**src/rtl/poll_pkg.sv**
```systemverilog
package poll_pkg;

  typedef enum logic [2:0] {
    ST_IDLE,
    ST_ISSUE_READ,
    ST_WAIT_DATA,
    ST_CHECK,
    ST_CONFIRM_READ,
    ST_DONE
  } poll_state_t;

endpackage

```
**src/rtl/poll_settle_timer.sv**
```systemverilog
module poll_settle_timer #(
  parameter int SETTLE_CYC = 3
) (
  input  logic clk,
  input  logic rst,
  input  logic load,
  output logic expired
);
  localparam int SW = (SETTLE_CYC < 1) ? 1 : $clog2(SETTLE_CYC + 1);

  logic [SW-1:0] cnt_q;

  always_ff @(posedge clk) begin
    if (rst) begin
      cnt_q <= '0;
    end else if (load) begin
      cnt_q <= SW'(SETTLE_CYC);
    end else if (cnt_q != '0) begin
      cnt_q <= cnt_q - 1'b1;
    end
  end

  assign expired = (cnt_q == '0) && !load;

  AST_SETTLE_RANGE: assert property (@(posedge clk) disable iff (rst)
    cnt_q <= SW'(SETTLE_CYC));

endmodule

```
**src/rtl/poll_budget.sv**
```systemverilog
module poll_budget #(
  parameter int MAX_POLLS = 16
) (
  input  logic clk,
  input  logic rst,
  input  logic clear,
  input  logic incr,
  output logic exhausted
);
  localparam int CW = (MAX_POLLS < 1) ? 1 : $clog2(MAX_POLLS + 1);

  logic [CW-1:0] cnt_q;

  always_ff @(posedge clk) begin
    if (rst) begin
      cnt_q <= '0;
    end else if (clear) begin
      cnt_q <= '0;
    end else if (incr && (cnt_q != CW'(MAX_POLLS))) begin
      cnt_q <= cnt_q + 1'b1;
    end
  end

  assign exhausted = (cnt_q == CW'(MAX_POLLS));

  AST_BUDGET_CAP: assert property (@(posedge clk) disable iff (rst)
    cnt_q <= CW'(MAX_POLLS));

  AST_NO_POLL_PAST_CAP: assert property (@(posedge clk) disable iff (rst)
    exhausted |-> !incr);

endmodule

```
**src/rtl/poll_judge.sv**
```systemverilog
module poll_judge #(
  parameter int DW = 8
) (
  input  logic          op_erase,
  input  logic [DW-1:0] exp_word,
  input  logic [DW-1:0] rd_word,
  output logic          status_hit,
  output logic          word_ok
);
  localparam int SB = DW - 1;

  always_comb begin
    if (op_erase) begin
      status_hit = rd_word[SB];
      word_ok    = &rd_word;
    end else begin
      status_hit = (rd_word[SB] == exp_word[SB]);
      word_ok    = (rd_word == exp_word);
    end
  end

endmodule

```
**src/rtl/flash_poll_engine.sv**
```systemverilog
module flash_poll_engine
  import poll_pkg::*;
#(
  parameter int DW         = 8,
  parameter int AW         = 24,
  parameter int MAX_POLLS  = 16,
  parameter int SETTLE_CYC = 2
) (
  input  logic          clk,
  input  logic          rst,
  input  logic          start,
  input  logic          op_erase,
  input  logic [AW-1:0] poll_addr,
  input  logic [DW-1:0] exp_data,
  output logic          rd_req,
  output logic [AW-1:0] rd_addr,
  input  logic          rd_valid,
  input  logic [DW-1:0] rd_data,
  output logic          busy,
  output logic          done,
  output logic          pass,
  output logic          fail,
  output logic          timeout
);

  poll_state_t   state_q;
  logic [AW-1:0] addr_q;
  logic [DW-1:0] exp_q;
  logic [DW-1:0] data_q;
  logic          erase_q;
  logic          confirm_q;
  logic          rd_req_q;
  logic          busy_q;
  logic          done_q;
  logic          pass_q;
  logic          fail_q;
  logic          timeout_q;

  logic accept;
  logic settle_expired;
  logic poll_issue;
  logic budget_out;
  logic status_hit;
  logic word_ok;

  assign accept     = (state_q == ST_IDLE) && start;
  assign poll_issue = (state_q == ST_ISSUE_READ) && settle_expired;

  poll_settle_timer #(.SETTLE_CYC(SETTLE_CYC)) u_settle (
    .clk     (clk),
    .rst     (rst),
    .load    (accept),
    .expired (settle_expired)
  );

  poll_budget #(.MAX_POLLS(MAX_POLLS)) u_budget (
    .clk       (clk),
    .rst       (rst),
    .clear     (accept),
    .incr      (poll_issue),
    .exhausted (budget_out)
  );

  poll_judge #(.DW(DW)) u_judge (
    .op_erase   (erase_q),
    .exp_word   (exp_q),
    .rd_word    (data_q),
    .status_hit (status_hit),
    .word_ok    (word_ok)
  );

  always_ff @(posedge clk) begin
    if (rst) begin
      state_q   <= ST_IDLE;
      addr_q    <= '0;
      exp_q     <= '0;
      data_q    <= '0;
      erase_q   <= 1'b0;
      confirm_q <= 1'b0;
      rd_req_q  <= 1'b0;
      busy_q    <= 1'b0;
      done_q    <= 1'b0;
      pass_q    <= 1'b0;
      fail_q    <= 1'b0;
      timeout_q <= 1'b0;
    end else begin
      rd_req_q <= 1'b0;
      done_q   <= 1'b0;
      case (state_q)
        ST_IDLE: begin
          if (start) begin
            addr_q    <= poll_addr;
            exp_q     <= exp_data;
            erase_q   <= op_erase;
            confirm_q <= 1'b0;
            busy_q    <= 1'b1;
            pass_q    <= 1'b0;
            fail_q    <= 1'b0;
            timeout_q <= 1'b0;
            state_q   <= ST_ISSUE_READ;
          end
        end
        ST_ISSUE_READ: begin
          if (settle_expired) begin
            rd_req_q <= 1'b1;
            state_q  <= ST_WAIT_DATA;
          end
        end
        ST_WAIT_DATA: begin
          if (rd_valid) begin
            data_q  <= rd_data;
            state_q <= ST_CHECK;
          end
        end
        ST_CHECK: begin
          if (confirm_q) begin
            done_q  <= 1'b1;
            pass_q  <= word_ok;
            fail_q  <= !word_ok;
            state_q <= ST_DONE;
          end else if (status_hit) begin
            confirm_q <= 1'b1;
            state_q   <= ST_CONFIRM_READ;
          end else if (budget_out) begin
            done_q    <= 1'b1;
            fail_q    <= 1'b1;
            timeout_q <= 1'b1;
            state_q   <= ST_DONE;
          end else begin
            state_q <= ST_ISSUE_READ;
          end
        end
        ST_CONFIRM_READ: begin
          rd_req_q <= 1'b1;
          state_q  <= ST_WAIT_DATA;
        end
        ST_DONE: begin
          busy_q  <= 1'b0;
          state_q <= ST_IDLE;
        end
        default: state_q <= ST_IDLE;
      endcase
    end
  end

  assign rd_req  = rd_req_q;
  assign rd_addr = addr_q;
  assign busy    = busy_q;
  assign done    = done_q;
  assign pass    = pass_q;
  assign fail    = fail_q;
  assign timeout = timeout_q;

  AST_START_NO_REQ: assert property (@(posedge clk) disable iff (rst)
    accept |=> !rd_req);

  AST_RD_PULSE: assert property (@(posedge clk) disable iff (rst)
    rd_req |=> !rd_req);

  AST_ONE_IN_FLIGHT: assert property (@(posedge clk) disable iff (rst)
    (state_q == ST_WAIT_DATA && !rd_valid) |=> !rd_req);

  AST_ADDR_STABLE: assert property (@(posedge clk) disable iff (rst)
    (busy && state_q != ST_IDLE) |=> $stable(rd_addr));

  AST_DONE_PULSE: assert property (@(posedge clk) disable iff (rst)
    done |=> !done);

  AST_VERDICT_EXCL: assert property (@(posedge clk) disable iff (rst)
    done |-> (pass != fail));

  AST_TIMEOUT_FAIL: assert property (@(posedge clk) disable iff (rst)
    timeout |-> fail);

endmodule

```
**config.mk**
```make
export PLATFORM = sky130hd
export DESIGN_NAME = flash_poll_engine
export DESIGN_NICKNAME = d
export VERILOG_FILES = /design/src/rtl/poll_pkg.sv /design/src/rtl/poll_settle_timer.sv /design/src/rtl/poll_budget.sv /design/src/rtl/poll_judge.sv /design/src/rtl/flash_poll_engine.sv
export SDC_FILE = /design/constraint.sdc
export NUM_CORES = 1
export LEC_CHECK = 0
export BUFFER_PORTS_ARGS = -buffer_cell sky130_fd_sc_hd__buf_2
export CAP_MARGIN = 20
export CORE_UTILIZATION = 25
export DETAILED_ROUTE_END_ITERATION = 8
export PLACE_DENSITY = 0.5
export SKIP_CTS_REPAIR_TIMING = 1
export SLEW_MARGIN = 20
export SYNTH_ARGS = -nofsm -noshare
export SYNTH_HDL_FRONTEND = slang
export SYNTH_SLANG_ARGS = --single-unit
```
**constraint.sdc**
```tcl
create_clock -name clk -period 3.82 [get_ports clk]
set_clock_uncertainty 0.05 [all_clocks]
set_input_delay 0.764 -clock clk [delete_from_list [all_inputs] [get_ports clk]]
set_output_delay 0.764 -clock clk [all_outputs]
set_load 0.02 [all_outputs]
```
==> results of run 1 <==
-- per-stage QoR --
step / instances / hold WS, ns / power [uW]
4_1_cts: 466 / 0.403 / 1730
2_1_floorplan: 280 / 0.396 / 883
3_3_place_gp: 450 / 0.392 / 965
5_1_grt: 466 / 0.420 / 1790
3_5_place_dp: 450 / 0.393 / 967
6_report: 466 / 0.400 / 1700
-- cell usage after synthesis, drive strengths merged, types with 2 or more instances --
cell type | instances | area share [%]
inv | 6 | 0.96
ha | 2 | 1.1
nand2 | 72 | 11
nand4 | 3 | 0.80
a2bb2oi | 2 | 0.74
or4b | 2 | 1.0
nor4 | 3 | 1.1
xor2 | 8 | 3.0
nor3 | 5 | 1.3
nor2 | 20 | 3.2
a31oi | 2 | 0.53
buf | 6 | 1.4
o21ai | 3 | 0.64
clkbuf | 12 | 1.9
a21oi | 38 | 8.1
dfxtp | 58 | 49
nand3 | 5 | 1.1
and3 | 3 | 0.80
o21a | 2 | 0.64
xnor2 | 3 | 1.1
mux2i | 10 | 4.2
-- critical path, cell delays in order (launching register included) --
cell	delay, ns
dfxtp_1	0.63
or4b_1	0.67
nand2_1	0.31
or2_2	0.35
mux2i_1	0.11
-- where the power goes --
part / switching [uW] / internal, uW / leakage [uW]
Sequential: 40.0 / 652 / 0.000474
Combinational: 159 / 99.7 / 0.000730
Clock: 253 / 499 / 0.000129
Total: 452 / 1250 / 0.00133
-- cell usage in the layout, fill, tap and decap left out, types with 2 or more instances in the layout --
cell type   n
a2bb2oi_1   2
o21ai_0     3
bufinv_16   4
buf_4       3
dfxtp_1    58
buf_2      74
inv_1       6
and3_1      3
nand4_1     3
nand3_1     5
nand2_1    72
clkbuf_8    9
xnor2_1     3
o21a_1      2
nor3_1      4
xor2_1      8
nor2_1     20
a21oi_1    38
nor4_1      2
ha_1        2
a31oi_1     2
mux2i_1    10
-- sequential cells by signal, indices dropped and copies added, names as in the netlist --
name            count
rd_addr            24
data_q              8
exp_q               8
u_budget.cnt_q      5
state_q             3
u_settle.cnt_q      2
busy                1
confirm_q           1
done                1
erase_q             1
fail                1
pass                1
rd_req              1
timeout             1
-- cells by family after synthesis --
| family | Yosys count |
|---|---|
| and+or+nand+nor | 122 |
| DFF | 58 |
| AOI/OAI and AO/OA | 53 |
| buffers and inverters | 24 |
| xor gates and xnor gates | 11 |
| muxes | 10 |
| adders and majority gates | 2 |
-- worst max path at each step --
stage	end	slack, ns	cells past startpoint
after global placement	fail	1.34	6
final	u_budget.cnt_q[4]	1.63	4
after detailed placement	fail	1.35	6
after CTS	u_budget.cnt_q[4]	1.59	4
after floorplan	rd_addr[0]	1.85	6
after global routing	u_budget.cnt_q[4]	1.44	4
-- area by class of cell --
class	count	area, um2	area share (%)
sequential	58	1160	37.7
multi-input combinational	198	1100	35.6
timing repair buffer	77	393	12.8
clock inverter	7	141	4.60
tap	111	139	4.51
clock buffer	9	124	4.03
inverter	6	22.5	0.732
-- per-layer routing --
layer	vias up	GRT usage (%)	share of wire, %
met2	49	19.5	46
met1	968	14.6	46
met4	0	5.77	1.5
met3	8	4.01	5.7
met5	-	0	0
li1	1081	-	-
==> impl_metrics.ini, run 1 <==
[timing]
final.min_clock_period_ns = 2.19
min_period_over_period_pct = 57.4
slew_headroom_pct = 52.8
tightest_slew_ns = 0.708
slew_viol_final = 0
max_freq_mhz = 456
tns_ns = 0
timing_hold_violations_final = 0
setup_slack_ns = 1.63
setup_viol = 0
rsz0062_at_grt = false

[hold_path]
min_to = rd_addr[4]
hold_path.class = flip-flop to flip-flop
hp-start = rd_addr[4]
holdPathStages = 2

[detailed_routing]
viasPerCell = 4.52
drt_iter0_markers = 63
wl_per_cell_um = 12.2
ant_nets = 0
drt_wl_total_mm = 5.67
num_vias = 2106
post-route-drc-count = 0
dr.pass1.iters = 4

[clock_tree]
cts_max_level = 3
clk_pin_slew_ns = 0.07
cts_tree = done
clock-root-buffer = clkbuf_8
numCtsBuffers = 9
cts_buffer_depth = 2
cts.sinks = 58
insertion_delay_ns = 0.33

[yosys]
ys_seq_elements = 58
async_flop_share_pct = 0
syn_inst = 280
yosysWarnings = 0
synthSimpleGateAreaFrac_pct = 24.5
synthMuxAreaShare_pct = 4.25
ys_types = 40
synth_top_family_by_area = simple AND/OR/NAND/NOR gates
seq_area_frac_synth_pct = 49.3
avgSynthCellArea_um2 = 8.42
synth_top_flop_cell = dfxtp_1
syn-cell-area_mm2 = 0.00236
synthXorXnorAreaFrac_pct = 4.09
synth_edf_count = 0
synth-adder-area-share_pct = 1.06
synth_compound_area_share_pct = 12.6
synth_nets = 327

[global_routing]
grt_max_degree = 34
grt_pass1_vias = 1968
antenna_found_initial = 0
grt_pass1_wl_mm = 9.29
grt_overflow = 0
grt_use_total_pct = 12.1

[worst_setup_path]
r2r_end = u_budget.cnt_q[4]
rrSetupSlack_ns = 1.63
arrival_ns = 2.40
path_max_fanout = 20
worstPathRequired_ns = 4.03
reg2reg_from = state_q[1]
worst_r2r_path_depth = 4
crit_start = state_q[1]
cp-end-kind = flip-flop
cp-start-kind = flip-flop
worstSetupPathType = flip-flop to flip-flop

[placed_design]
gp_congestion = 0.743
dp_hpwl_mm = 4.00
portBuffers = 74
place_area_mm2 = 0.00281
dpl_worst_slack_ns = 1.35

[layout]
nNetsFinal = 397
drive_above_1_share_pct = 27.9
post-route-util_pct = 33.5
fin_area_mm2 = 0.00308
syn_to_final_growth_pct = 30.5
diodes = 0
n_fill_cell = 1014

[die]
start_util_pct = 25.6
fp.dieW_um = 99.1
coreArea_mm2 = 0.00920
die_h_um = 99.1
design.portCount = 75
rows = 35
dieArea_mm2 = 0.00982

[outcome]
status = finished, final reports clean

[flow_run]
drv_cap = 0

[power]
vdd_drop_max_mv = 0.149
p_leak_uw = 0.00133
powerDensity_mw_per_mm2 = 554
No activity file was read; power rests on OpenSTA's default activity.
==> inputs of run 2 (changes only) <==
--- a/config.mk
+++ b/config.mk
@@ -5,6 +5,7 @@
 export SDC_FILE = /design/constraint.sdc
 export NUM_CORES = 1
 export LEC_CHECK = 0
+export ABC_AREA = 1
 export BUFFER_PORTS_ARGS = -buffer_cell sky130_fd_sc_hd__buf_2
 export CAP_MARGIN = 20
 export CORE_UTILIZATION = 25
==> constraint.sdc (replaced) <==
create_clock -name clk -period 2.2 [get_ports clk]
set_clock_uncertainty 0.05 [all_clocks]
set_input_delay 0.44 -clock clk [delete_from_list [all_inputs] [get_ports clk]]
set_output_delay 0.44 -clock clk [all_outputs]
set_load 0.02 [all_outputs]
==> run 2 against run 1 <==
Net effect: die area is 1.5% higher; highest routed layer unchanged; critical endpoint is now exp_q[2]; sequential power is 100% higher; global-route usage is 0.41 points higher; maximum frequency is 41% higher; largest cell class unchanged; clock power is 24% higher; non-clock buffer count is 1 higher; total power is 97% higher; wire length is 2.9% higher; register-to-register slack worse by 0.98 ns.
==> impl_metrics.ini, run 2 <==
[global_routing]
grt_pass1_wl_mm = 9.79
grt_use_met3_pct = 4.32
antenna_found_initial = 0
use_met2_pct = 20.3
grt_use_total_pct = 12.5
grt_pass1_vias = 2173
grt_overflow = 0
busiest_layer = met2
use_met1_pct = 14.6
grt_max_degree = 37

[layout]
fin_area_mm2 = 0.00305
largest_reg_flops = 24
nNetsFinal = 445
drive_above_1_share_pct = 25.3
syn_to_final_growth_pct = 27.4
diodes = 0
layout.cells.non_filler = 532
layout_common_cells = 105 x nand2_1, 74 x buf_2, 58 x dfxtp_1
final_common_cell = nand2_1

[yosys]
synth_edf_count = 0
syn_inst = 322
synthXorXnorAreaFrac_pct = 1.10
seq_area_frac_synth_pct = 48.5
ys_seq_elements = 58
avgSynthCellArea_um2 = 7.43
synth-adder-area-share_pct = 1.05
synth_top_flop_cell = dfxtp_1
synthDominantCellAreaShare_pct = 48.5
yosysWarnings = 0
synth_top_family_by_area = simple AND/OR/NAND/NOR gates
synthSimpleGateAreaFrac_pct = 25.5
synthMuxAreaShare_pct = 0
synth_compound_area_share_pct = 15.8
synth_nets = 369
synth_top_area_cell = dfxtp_1
yosys-top-cells-area = dfxtp_1 49%, nand2_1 16%, a21oi_1 12%
ys_types = 23
post-synth-top-count-cell = nand2_1
async_flop_share_pct = 0
syn-cell-area_mm2 = 0.00239
ys_top_cells_by_count = 105 x nand2_1, 58 x dfxtp_1, 57 x a21oi_1

[clock_tree]
cts_tree = done
cts.sinks = 58
clk_pin_slew_ns = 0.07
clock-root-buffer = clkbuf_8
cts_buffer_depth = 2
insertion_delay_ns = 0.33
cts_max_level = 3
numCtsBuffers = 9

[flow_run]
drv_cap = 0

[detailed_routing]
dr.pass1.iters = 7
num_vias = 2278
drt_wl_total_mm = 5.83
ant_nets = 0
viasPerCell = 4.28
drt_iter0_markers = 114
wl_per_cell_um = 11.0
post-route-drc-count = 0

[placed_design]
dp.cells = 516
portBuffers = 74
place_area_mm2 = 0.00286
gp_congestion = 0.776
dp_hpwl_mm = 4.16

[power]
p_leak_uw = 0.00134
powerDensity_mw_per_mm2 = 1100
design_power_total_uw = 3360
vdd_drop_max_mv = 0.416

[worst_setup_path]
worstPathRequired_ns = 2.41
worstPathCellList = nor2_2 > nand3_4 > inv_2 > nand2_1 > a21oi_1
slowest_stage = inv_2
critPathMaxStageDelay_ns = 0.39
cp-start-kind = flip-flop
arrival_ns = 1.77
path_max_fanout = 26
cp-end-kind = flip-flop
worstSetupPathType = flip-flop to flip-flop

[die]
design.portCount = 75
dieArea_mm2 = 0.00997
coreArea_mm2 = 0.00924
rows = 35
die_h_um = 99.8
fp.dieW_um = 99.8
start_util_pct = 25.9

[timing]
min_period_over_period_pct = 70.7
slew_headroom_pct = 65.9
slew_viol_final = 0
tns_ns = 0
max_freq_mhz = 643
hold_ws_ns = 0.298
setup_viol = 0
final.min_clock_period_ns = 1.55
rsz0062_at_grt = false
timing_hold_violations_final = 0
tightest_slew_ns = 0.511

[hold_path]
hold_path.class = input pin to flip-flop

[outcome]
status = finished, final reports clean
run 2: layer usage:
layer / vias up / wire length (um)
met5: - / 0
met4: 0 / 84
met3: 11 / 419
met2: 63 / 2710
met1: 1020 / 2610
li1: 1184 / -
run 2: worst paths after layout:
check,from,end,slack (ns),depth (start not counted)
max,state_q[1],exp_q[2],0.65,5
min,poll_addr[11],rd_addr[11],0.30,3
max reg2reg,state_q[1],exp_q[2],0.65,5
min reg2reg,u_settle.cnt_q[0],u_settle.cnt_q[0],0.40,1
run 2: layout make-up:
cell class / count / area (um2)
Sequential cell: 58 / 1160
Timing Repair Buffer: 78 / 400
Clock buffer: 11 / 131
Tap cell: 129 / 161
Inverter: 27 / 101
Fill cell: 1057 / 6190
Multi-Input combinational cell: 224 / 1040
Clock inverter: 5 / 55.1
run 2: logic make-up after synthesis:
logic type,after synthesis
AO/OA/AOI/OAI,75
adder cells (fa/ha/maj),2
AND/OR/NAND/NOR,144
buffers and inverters,40
XOR/XNOR,3
flip-flops,58
run 2: report_power, final:
part	total, uW	internal, uW	switching, uW
Sequential	1400	1270	132
Combinational	1020	350	670
Clock	936	519	417
run 2: critical path, delay by kind of cell (launching register included):
family,cells,cell delay [ns]
simple gates,3,0.56
buf+inv,1,0.39
flops,1,0.34
compound gates,1,0.13
run 2: per-stage QoR:
step | utilization [%] | setup WS, ns
final | 33.0 | 0.645
after global routing | 33.0 | 0.424
after CTS | 33.0 | 0.628
after detailed placement | 31.0 | 0.640
after global placement | 31.0 | 0.676
after floorplan | - | 0.898
==> inputs of run 3 (changes only) <==
--- a/config.mk
+++ b/config.mk
@@ -10,7 +10,7 @@
 export CAP_MARGIN = 20
 export CORE_UTILIZATION = 25
 export DETAILED_ROUTE_END_ITERATION = 8
-export PLACE_DENSITY = 0.5
+export PLACE_DENSITY = 0.52
 export SKIP_CTS_REPAIR_TIMING = 1
 export SLEW_MARGIN = 20
 export SYNTH_ARGS = -nofsm -noshare
==> constraint.sdc (replaced) <==
create_clock -name clk -period 1.34 [get_ports clk]
set_clock_uncertainty 0.05 [all_clocks]
set_input_delay 0.268 -clock clk [delete_from_list [all_inputs] [get_ports clk]]
set_output_delay 0.268 -clock clk [all_outputs]
set_load 0.02 [all_outputs]
==> run 3 against run 2 <==
Net effect: the run now ends with setup timing left; largest cell class unchanged; combinational power increased by 120%; first-iteration DRC count decreased by 18%; maximum frequency increased by 15%; largest power group unchanged; clock power increased by 51%; non-clock buffer count increased by 18.
==> impl_metrics.ini, run 3 (synthesis gave the netlist of run 2 again) <==
[layout]
multiInputGateArea_mm2 = 0.00117
nNetsFinal = 464
seq_area_mm2 = 0.00117
diodes = 0
n_fill_cell = 1013
layout_common_cells = 96 x nand2_1, 74 x buf_2, 54 x dfxtp_1
drive_above_1_share_pct = 36.7
layout.cells.non_filler = 551
syn_to_final_growth_pct = 40.9
largest_reg_flops = 24
final_common_cell = nand2_1

[timing]
final.min_clock_period_ns = 1.35
max_freq_mhz = 742
min_period_over_period_pct = 101
timing_hold_violations_final = 0
setup_slack_ns = -0.00793
setup_viol = 3
slew_viol_final = 0
slew_headroom_pct = 84.9
tns_ns = -0.0124
rsz0062_at_grt = true
tightest_slew_ns = 0.226

[global_routing]
grt_pass1_wl_mm = 9.95
grt_use_total_pct = 12.8
busiest_layer = met2
use_met1_pct = 15.9
grt_pass1_vias = 2203
grt_max_degree = 37
grt_overflow = 0
grt_use_met3_pct = 5.43
use_met2_pct = 20.1
antenna_found_initial = 0

[die]
fp.dieW_um = 99.8
start_util_pct = 25.9
rows = 35
die_h_um = 99.8
coreArea_mm2 = 0.00924
dieArea_mm2 = 0.00997
design.portCount = 75

[hold_path]
hp-start = poll_addr[15]
hold_path.class = input pin to flip-flop
min_to = rd_addr[15]
holdPathStages = 3

[power]
clkPwrFrac_pct = 23.8
vdd_drop_max_mv = 0.596
powerDensity_mw_per_mm2 = 1760
power_switching_uw = 2270
p_leak_uw = 0.00146
p_int_uw = 3670
power_frac_comb_pct = 37.1
design_power_total_uw = 5950
swShare_pct = 38.2
sequentialPowerShare_pct = 39.1

[worst_setup_path]
arrival_ns = 1.52
worstSetupPathType = flip-flop to flip-flop
path_max_fanout = 16
rrSetupSlack_ns = -0.008
worstPathRequired_ns = 1.52
worst_r2r_path_depth = 6
cp-start-kind = flip-flop
r2r_end = data_q[6]
reg2reg_from = state_q[2]
cp-end-kind = flip-flop

[detailed_routing]
ant_nets = 0
num_vias = 2356
drt_wl_total_mm = 6.41
post-route-drc-count = 0
dr.pass1.iters = 4
viasPerCell = 4.28
drt_iter0_markers = 93
wl_per_cell_um = 11.6

[clock_tree]
cts_max_level = 3
cts_buffer_depth = 2
cts.sinks = 58
clk_pin_slew_ns = 0.07
cts_tree = done
insertion_delay_ns = 0.34
clock-root-buffer = clkbuf_8
numCtsBuffers = 9

[placed_design]
dp_hpwl_mm = 4.35
gp_congestion = 0.834
dp.cells = 528
portBuffers = 74

[outcome]
status = complete, but fails checks
violations = setup timing

[flow_run]
drv_cap = 0
-- run 3: changes by cell type in the layout (fill, tap and decap cells not counted), sizes merged --
cell	delta
buf	+17
bufinv	-1
clkbuf	+1
clkinv	+1
nand3	+1
-- run 3: power by group through the flow --
stage / Combinational, uW / Clock (uW) / Sequential (uW)
after floorplan: 1100 / 0 / 2500
after global placement: 1820 / 0 / 2310
after detailed placement: 1840 / 0 / 2320
after CTS: 1850 / 1460 / 2280
after global routing: 2470 / 1560 / 2370
final: 2210 / 1410 / 2330
-- run 3: critical path, cell delays in order (launching register included) --
cell and delay, ns:
dfxtp_4 0.36, buf_4 0.13, nor2_1 0.17, nand3_2 0.13
buf_6 0.18, o21ai_0 0.16, a21oi_1 0.05
-- run 3: cell type report --
class                           count  share of cell area (%)
Sequential cell                    58                    34.8
Multi-Input combinational cell    225                    34.7
Timing Repair Buffer               96                    17.5
Tap cell                          129                    4.78
Clock buffer                       11                    4.19
Inverter                           27                    3.15
Clock inverter                      5                   0.890
-- run 3: layer usage --
metal / part of all wire, % / wire length, um / up-vias
li1: - / - / 1225
met1: 47 / 3020 / 1075
met2: 46 / 2980 / 48
met3: 5.5 / 353 / 8
met4: 0.92 / 59 / 0
met5: 0 / 0 / -
-- run 3: how the worst max path moves through the flow --
stage | startpoint | slack, ns | cells past startpoint | to
global route | state_q[0] | -0.08 | 9 | state_q[1]
CTS | state_q[2] | -0.08 | 6 | data_q[7]
global placement | state_q[1] | -0.02 | 8 | pass
floorplan | u_budget.cnt_q[0] | 0.04 | 7 | state_q[2]
detailed placement | state_q[2] | -0.07 | 6 | data_q[7]
finish | state_q[2] | -0.008 | 6 | data_q[6]
-- run 3: through the flow --
step	hold WS (ns)	worst slack [ns]	instance area, um2	util, %
floorplan	0.361	0.0377	2390	-
global placement	0.392	-0.0200	2980	32.2
detailed placement	0.401	-0.0684	2980	32.2
CTS	0.106	-0.0761	3150	34.1
global route	0.107	-0.0759	3370	36.5
finish	0.119	-0.00793	3370	36.5
